--- src/rtl/fft4_pkg.sv ---
package fft4_pkg;

  localparam int unsigned NPTS = 4;
  localparam int unsigned NSTG = 2;

  typedef enum logic [0:0] {
    TW_ONE   = 1'b0,
    TW_NEG_J = 1'b1
  } tw_sel_e;

  // reverse the low 'bits' bits of v
  function automatic int unsigned bitrev(int unsigned v, int unsigned bits);
    int unsigned r;
    r = 0;
    for (int unsigned i = 0; i < bits; i++) begin
      r = (r << 1) | ((v >> i) & 1);
    end
    return r;
  endfunction

  // twiddle used by butterfly idx of stage stg (0-based)
  function automatic tw_sel_e stage_tw(int unsigned stg, int unsigned idx);
    if (stg == 0) return TW_ONE;
    if (idx == 0) return TW_ONE;
    return TW_NEG_J;
  endfunction

  // scaled cosine part of the twiddle
  function automatic int tw_cos(tw_sel_e t, int unsigned s);
    if (t == TW_ONE) return (1 << s);
    return 0;
  endfunction

  // scaled sine part of the twiddle (W = cos + j*sin)
  function automatic int tw_sin(tw_sel_e t, int unsigned s);
    if (t == TW_NEG_J) return -(1 << s);
    return 0;
  endfunction

endpackage

--- src/rtl/fft4_cmul.sv ---
module fft4_cmul
  import fft4_pkg::*;
#(
  parameter int unsigned W      = 12,
  parameter int unsigned S      = 14,
  parameter tw_sel_e     TW     = TW_ONE,
  parameter bit          BYPASS = 1'b1
) (
  input  logic signed [W-1:0] b_re,
  input  logic signed [W-1:0] b_im,
  output logic signed [W:0]   m_re,
  output logic signed [W:0]   m_im
);

  generate
    if (BYPASS) begin : g_shortcut
      if (TW == TW_ONE) begin : g_one
        assign m_re = {b_re[W-1], b_re};
        assign m_im = {b_im[W-1], b_im};
      end else begin : g_negj
        // -j*(br + j*bi) = bi - j*br
        logic signed [W:0] br_x;
        assign br_x = {b_re[W-1], b_re};
        assign m_re = {b_im[W-1], b_im};
        assign m_im = -br_x;
      end
    end else begin : g_mult
      localparam int unsigned TWW = S + 2;
      localparam int unsigned PW  = W + TWW;
      localparam logic signed [TWW-1:0] K_C = TWW'(tw_cos(TW, S));
      localparam logic signed [TWW-1:0] K_S = TWW'(tw_sin(TW, S));

      logic signed [PW-1:0] br_x, bi_x, kc_x, ks_x;
      logic signed [PW-1:0] pr, pi, pr_s, pi_s;

      always_comb begin
        br_x = PW'(b_re);
        bi_x = PW'(b_im);
        kc_x = PW'(K_C);
        ks_x = PW'(K_S);
        pr   = br_x * kc_x - bi_x * ks_x;
        pi   = br_x * ks_x + bi_x * kc_x;
        pr_s = pr >>> S;
        pi_s = pi >>> S;
      end

      assign m_re = pr_s[W:0];
      assign m_im = pi_s[W:0];
    end
  endgenerate

endmodule

--- src/rtl/fft4_bfly.sv ---
module fft4_bfly
  import fft4_pkg::*;
#(
  parameter int unsigned W      = 12,
  parameter int unsigned S      = 14,
  parameter tw_sel_e     TW     = TW_ONE,
  parameter bit          BYPASS = 1'b1
) (
  input  logic                clk,
  input  logic                rst_n,
  input  logic                en,
  input  logic signed [W-1:0] a_re,
  input  logic signed [W-1:0] a_im,
  input  logic signed [W-1:0] b_re,
  input  logic signed [W-1:0] b_im,
  output logic signed [W:0]   c_re,
  output logic signed [W:0]   c_im,
  output logic signed [W:0]   d_re,
  output logic signed [W:0]   d_im
);

  logic signed [W:0] m_re, m_im;
  logic signed [W:0] ax_re, ax_im;
  logic signed [W:0] c_re_d, c_im_d, d_re_d, d_im_d;

  fft4_cmul #(
    .W      (W),
    .S      (S),
    .TW     (TW),
    .BYPASS (BYPASS)
  ) u_mul (
    .b_re (b_re),
    .b_im (b_im),
    .m_re (m_re),
    .m_im (m_im)
  );

  always_comb begin
    ax_re  = {a_re[W-1], a_re};
    ax_im  = {a_im[W-1], a_im};
    c_re_d = c_re;
    c_im_d = c_im;
    d_re_d = d_re;
    d_im_d = d_im;
    if (en) begin
      c_re_d = ax_re + m_re;
      c_im_d = ax_im + m_im;
      d_re_d = ax_re - m_re;
      d_im_d = ax_im - m_im;
    end
  end

  always_ff @(posedge clk or negedge rst_n) begin
    if (!rst_n) begin
      c_re <= '0;
      c_im <= '0;
      d_re <= '0;
      d_im <= '0;
    end else begin
      c_re <= c_re_d;
      c_im <= c_im_d;
      d_re <= d_re_d;
      d_im <= d_im_d;
    end
  end

endmodule

--- src/rtl/fft4_ctrl.sv ---
module fft4_ctrl (
  input  logic clk,
  input  logic rst_n,
  input  logic start,
  output logic ld_in,
  output logic ld_s1,
  output logic ld_out,
  output logic busy,
  output logic done
);

  logic ph1_q, ph2_q, done_q;
  logic ph1_d, ph2_d, done_d;

  always_comb begin
    busy   = ph1_q | ph2_q;
    ld_in  = start & ~busy;
    ld_s1  = ph1_q;
    ld_out = ph2_q;
    ph1_d  = ld_in;
    ph2_d  = ph1_q;
    done_d = ph2_q;
    done   = done_q;
  end

  always_ff @(posedge clk or negedge rst_n) begin
    if (!rst_n) begin
      ph1_q  <= 1'b0;
      ph2_q  <= 1'b0;
      done_q <= 1'b0;
    end else begin
      ph1_q  <= ph1_d;
      ph2_q  <= ph2_d;
      done_q <= done_d;
    end
  end

endmodule

--- src/rtl/fft4_dit.sv ---
module fft4_dit
  import fft4_pkg::*;
#(
  parameter int unsigned DW        = 12,
  parameter int unsigned TW_FRAC   = 14,
  parameter bit          TW_BYPASS = 1'b1,
  localparam int unsigned OW       = DW + NSTG
) (
  input  logic                    clk,
  input  logic                    rst_n,
  input  logic                    start,
  input  logic [NPTS-1:0][DW-1:0] in_re,
  input  logic [NPTS-1:0][DW-1:0] in_im,
  output logic                    done,
  output logic [NPTS-1:0][OW-1:0] out_re,
  output logic [NPTS-1:0][OW-1:0] out_im
);

  localparam int unsigned IDXW = $clog2(NPTS);
  localparam int unsigned HALF = NPTS / 2;
  localparam int unsigned S1W  = DW + 1;

  // reset: asynchronous assertion, synchronous release
  logic [1:0] rs_q;
  logic       rst_sync_n;

  always_ff @(posedge clk or negedge rst_n) begin
    if (!rst_n) rs_q <= 2'b00;
    else        rs_q <= {rs_q[0], 1'b1};
  end
  assign rst_sync_n = rs_q[1];

  // sequencing
  logic ld_in, ld_s1, ld_out, busy;

  fft4_ctrl u_ctrl (
    .clk    (clk),
    .rst_n  (rst_sync_n),
    .start  (start),
    .ld_in  (ld_in),
    .ld_s1  (ld_s1),
    .ld_out (ld_out),
    .busy   (busy),
    .done   (done)
  );

  // input capture in bit-reversed order
  logic signed [DW-1:0] xr_q [NPTS];
  logic signed [DW-1:0] xi_q [NPTS];
  logic signed [DW-1:0] xr_d [NPTS];
  logic signed [DW-1:0] xi_d [NPTS];

  generate
    for (genvar k = 0; k < NPTS; k++) begin : g_cap
      localparam int unsigned SRC = bitrev(k, IDXW);
      always_comb begin
        xr_d[k] = ld_in ? $signed(in_re[SRC]) : xr_q[k];
        xi_d[k] = ld_in ? $signed(in_im[SRC]) : xi_q[k];
      end
      always_ff @(posedge clk or negedge rst_sync_n) begin
        if (!rst_sync_n) begin
          xr_q[k] <= '0;
          xi_q[k] <= '0;
        end else begin
          xr_q[k] <= xr_d[k];
          xi_q[k] <= xi_d[k];
        end
      end
    end
  endgenerate

  // stage one: adjacent pairs of the reordered inputs
  logic signed [S1W-1:0] s_re [NPTS];
  logic signed [S1W-1:0] s_im [NPTS];

  generate
    for (genvar b = 0; b < HALF; b++) begin : g_st1
      fft4_bfly #(
        .W      (DW),
        .S      (TW_FRAC),
        .TW     (stage_tw(0, b)),
        .BYPASS (TW_BYPASS)
      ) u_bf (
        .clk   (clk),
        .rst_n (rst_sync_n),
        .en    (ld_s1),
        .a_re  (xr_q[2*b]),
        .a_im  (xi_q[2*b]),
        .b_re  (xr_q[2*b+1]),
        .b_im  (xi_q[2*b+1]),
        .c_re  (s_re[2*b]),
        .c_im  (s_im[2*b]),
        .d_re  (s_re[2*b+1]),
        .d_im  (s_im[2*b+1])
      );
    end
  endgenerate

  // stage two: pairs spaced by half, twiddles 1 and -j
  logic signed [OW-1:0] y_re [NPTS];
  logic signed [OW-1:0] y_im [NPTS];

  generate
    for (genvar b = 0; b < HALF; b++) begin : g_st2
      fft4_bfly #(
        .W      (S1W),
        .S      (TW_FRAC),
        .TW     (stage_tw(1, b)),
        .BYPASS (TW_BYPASS)
      ) u_bf (
        .clk   (clk),
        .rst_n (rst_sync_n),
        .en    (ld_out),
        .a_re  (s_re[b]),
        .a_im  (s_im[b]),
        .b_re  (s_re[b+HALF]),
        .b_im  (s_im[b+HALF]),
        .c_re  (y_re[b]),
        .c_im  (y_im[b]),
        .d_re  (y_re[b+HALF]),
        .d_im  (y_im[b+HALF])
      );
    end
    for (genvar k = 0; k < NPTS; k++) begin : g_out
      assign out_re[k] = y_re[k];
      assign out_im[k] = y_im[k];
    end
  endgenerate

endmodule

--- config.mk ---
export PLATFORM = sky130hd
export DESIGN_NAME = fft4_dit
export DESIGN_NICKNAME = d
export VERILOG_FILES = /design/src/rtl/fft4_pkg.sv /design/src/rtl/fft4_cmul.sv /design/src/rtl/fft4_bfly.sv /design/src/rtl/fft4_ctrl.sv /design/src/rtl/fft4_dit.sv
export SDC_FILE = /design/constraint.sdc
export NUM_CORES = 1
export LEC_CHECK = 0
export ABC_AREA = 1
export BUFFER_PORTS_ARGS = -buffer_cell sky130_fd_sc_hd__buf_2
export CORE_MARGIN = 2
export CORE_UTILIZATION = 38
export CTS_CLUSTER_SIZE = 14
export DETAILED_ROUTE_END_ITERATION = 12
export PLACE_DENSITY = 0.54
export SYNTH_ARGS = -nofsm -noshare
export SYNTH_HDL_FRONTEND = slang
export SYNTH_SLANG_ARGS = --single-unit
--- constraint.sdc ---
create_clock -name clk -period 16.7 [get_ports clk]
set_input_delay 1.67 -clock clk [delete_from_list [all_inputs] [get_ports clk]]
set_output_delay 1.67 -clock clk [all_outputs]
set_load 0.02 [all_outputs]
==> results.json <==
{
  "final_common_cell": "nand2_1",
  "drtIter0Drc": 1546,
  "rrSetupSlack_ns": 13.45,
  "post_cts_buffers": 0,
  "wl_per_cell_um": 17.7,
  "post-route-period-util_pct": 22.0,
  "drive_above_1_share_pct": 9.29,
  "grt_overflow": 0,
  "post_cts_resize_count": 0,
  "clockBufferDepth": 3,
  "fin_tns_setup_ns": 0,
  "drv_cap": 0,
  "final_antenna_net_count": 0,
  "drc_errors": 0,
  "core_sq_um": 57900,
  "max_freq_mhz": 272,
  "worstHoldStart": "rs_q[0]",
  "yosysUniqueCellTypes": 36,
  "setup_viol": 0,
  "fin_util_pct": 43.4,
  "root_buffer": "clkbuf_16",
  "p_comb_share_pct": 60.3,
  "end_kind": "flop",
  "syn_inst": 3214,
  "via_per_inst": 4.97,
  "start_util_pct": 38.6,
  "critPathSlowestCell": "buf_4",
  "rows": 88,
  "crit_end": "xi_q[32]",
  "multiInputGateArea_sq_um": 12300,
  "clkLatencyLatePin_ns": 0.57,
  "p_per_area_nw_per_um2": 224,
  "fill_cells": 6170,
  "nets": 3662,
  "p_sw_share_pct": 52.7,
  "p_sw_mw": 2.96,
  "grt_pass1_wl_um": 114000,
  "h-tree-depth": 2,
  "ys_seq_area_share_pct": 34.6,
  "worstPathCellList": "buf_2 > nand3_4 > inv_4 > buf_4 > nand2_1 > o21ai_0",
  "skew_ns": 0.0209,
  "diodes": 0,
  "clk_pin_slew_worst_paths_ns": 0.06,
  "seqPwrFrac_pct": 23.9,
  "reg2reg_depth": 6,
  "postSynthNetCount": 3533,
  "firstDrtPassIters": 6,
  "hold_class": "reg2reg",
  "holdBufCountCts": 0,
  "rr_endpoint": "xi_q[32]",
  "irDropWorstVdd_uv": 84.3,
  "cp.arrival_ns": 4.15,
  "relSlewSlack_pct": 30.4,
  "die-area_sq_um": 60800,
  "synth_seq_cells": 309,
  "crit_start": "start",
  "p_leak_nw": 13.8,
  "portBuffers": 211,
  "finalHoldViolCount": 0,
  "synth.area.top_cells": "dfrtp_1, nand2_1, ha_1",
  "ios": 212,
  "hpwl_um": 58000,
  "max_stage_delay_ns": 0.74,
  "first_global_vias": 19400,
  "ff_latch_area_sq_um": 7740,
  "cts_tree": "yes",
  "synth.cell_area_sq_um": 22400,
  "rr_startpoint": "u_ctrl.ld_s1",
  "die_h_um": 247,
  "maxSlewViolCount": 0,
  "synth_top_cell_area_share_pct": 34.6,
  "cp.required_ns": 17.18,
  "clockPowerShare_pct": 15.7,
  "antenna_found_initial": 0,
  "crit_type": "in2reg",
  "rsz0062_at_grt": "no",
  "hold_slack_ns": 0.352,
  "avgSynthCellArea_sq_um": 6.96,
  "wl_um": 73100,
  "grt_util_all_layers_pct": 24.2,
  "worst-path-max-fanout": 95,
  "min_period_ns": 3.67,
  "startpoint_type": "input port",
  "tritoncts.num_buffers": 38,
  "yosysTopAreaCell": "dfrtp_1",
  "synth_warnings": 0,
  "clock_sinks": 309,
  "intPower_mw": 2.66,
  "status": "finished clean",
  "vias": 20600,
  "final_cell_mix": "nand2_1, inv_1, dfrtp_1, nand3_1, o21ai_0",
  "areaGrowthSynthToFinish_pct": 12.4,
  "cp_num_buf_inv": 3,
  "tightest_slew_ns": 1.04,
  "die_w_um": 247,
  "cp.depth": 6,
  "path_delay_family": "buffers and inverters",
  "grt_max_degree": 109,
  "place.gp.congestion": 0.916
}
cell usage after synthesis:
| library cell | instances |
|---|---|
| nor2_2 | 7 |
| buf_2 | 56 |
| inv_1 | 434 |
| nand2_1 | 1059 |
| xnor2_1 | 3 |
| o21ai_1 | 15 |
| nand2_2 | 1 |
| nand3_4 | 1 |
| nor3_1 | 12 |
| buf_4 | 16 |
| nand4_1 | 49 |
| conb_1 | 1 |
| o21ai_0 | 229 |
| inv_2 | 12 |
| or3b_1 | 1 |
| nor2_1 | 215 |
| xor2_1 | 57 |
| ha_1 | 204 |
| or2_1 | 2 |
| dfrtp_1 | 309 |
| a31oi_1 | 22 |
| o22ai_1 | 13 |
| clkbuf_1 | 36 |
| buf_1 | 10 |
| fa_1 | 16 |
| a21oi_1 | 141 |
| nand3_1 | 229 |
| o21bai_1 | 23 |
| or2_4 | 1 |
| nand3b_1 | 5 |
| a21o_1 | 2 |
| nand2b_1 | 2 |
| and2_1 | 9 |
| clkbuf_2 | 14 |
| nor3_2 | 4 |
| a21oi_2 | 4 |
registers in the layout, summed over array words and instances (netlist names):
register and cells:
g_st1.u_bf.d_re 26, g_st2.u_bf.c_re 27, u_ctrl.ld_out 1, xr_q 48, u_ctrl.ld_s1 1, g_st2.u_bf.c_im 27, g_st2.u_bf.d_im 27, g_st2.u_bf.d_re 27
g_st1.u_bf.c_re 24, u_ctrl.done 1, rs_q 2, g_st1.u_bf.d_im 26, g_st1.u_bf.c_im 24, xi_q 48
metal layers:
layer  GRT usage, %  routed length (um)  part of all wire [%]
met3           3.17                3400                   4.7
met1           37.7               38000                    52
met5              0                   0                     0
met2           34.7               29800                    41
met4           5.86                1810                   2.5
power by group through the flow:
stage          sequential, mW  combinational (mW)  clock, mW
4_1_cts                  1.35                3.37      0.911
3_3_place_gp             1.34                3.35          0
5_1_grt                  1.38                3.83      0.941
6_report                 1.34                3.39      0.884
3_5_place_dp             1.35                3.36          0
2_1_floorplan            1.39                2.24          0
cell type report:
type,count,share of cell area (%)
multi-input combinational,2327,49.0
sequential,309,30.8
inverter,446,6.68
timing repair buffer,221,4.50
clock buffer,49,4.11
tap,765,3.81
clock inverter,16,1.10
through the flow:
stage                     cells  worst slack, ns  area (sq um)  power (mW)
after floorplan            3214             7.45         22400        3.64
after global placement     4068            12.62         23800        4.69
after detailed placement   4068            12.49         23800        4.72
after CTS                  4133            13.09         25100        5.63
after global routing       4133            12.79         25100        6.15
final                      4133            13.03         25100        5.62
logic make-up after synthesis:
logic type | Yosys count | synth area share, %
AO/OA/AOI/OAI | 449 | 10.6
buffers and inverters | 578 | 10.4
other | 1 | 0.0168
XOR/XNOR | 60 | 2.35
adder cells (fa/ha/maj) | 220 | 12.8
AND/OR/NAND/NOR | 1597 | 29.2
flip-flops | 309 | 34.6
worst reg2reg max path, cell delays in order, from the launching register on:
cell and delay, ns:
dfrtp_2 0.66, inv_2 0.20, nand3_4 0.49, inv_4 0.71, buf_4 0.78, nand2_1 0.21, o21ai_0 0.13
worst min path at each step:
stage | end | depth (start not counted)
final | rs_q[1] | 0
after floorplan | rs_q[1] | 0
after CTS | rs_q[1] | 0
after global routing | rs_q[1] | 0
after global placement | rs_q[1] | 0
after detailed placement | rs_q[1] | 0
(Power assumes the default switching activity.)
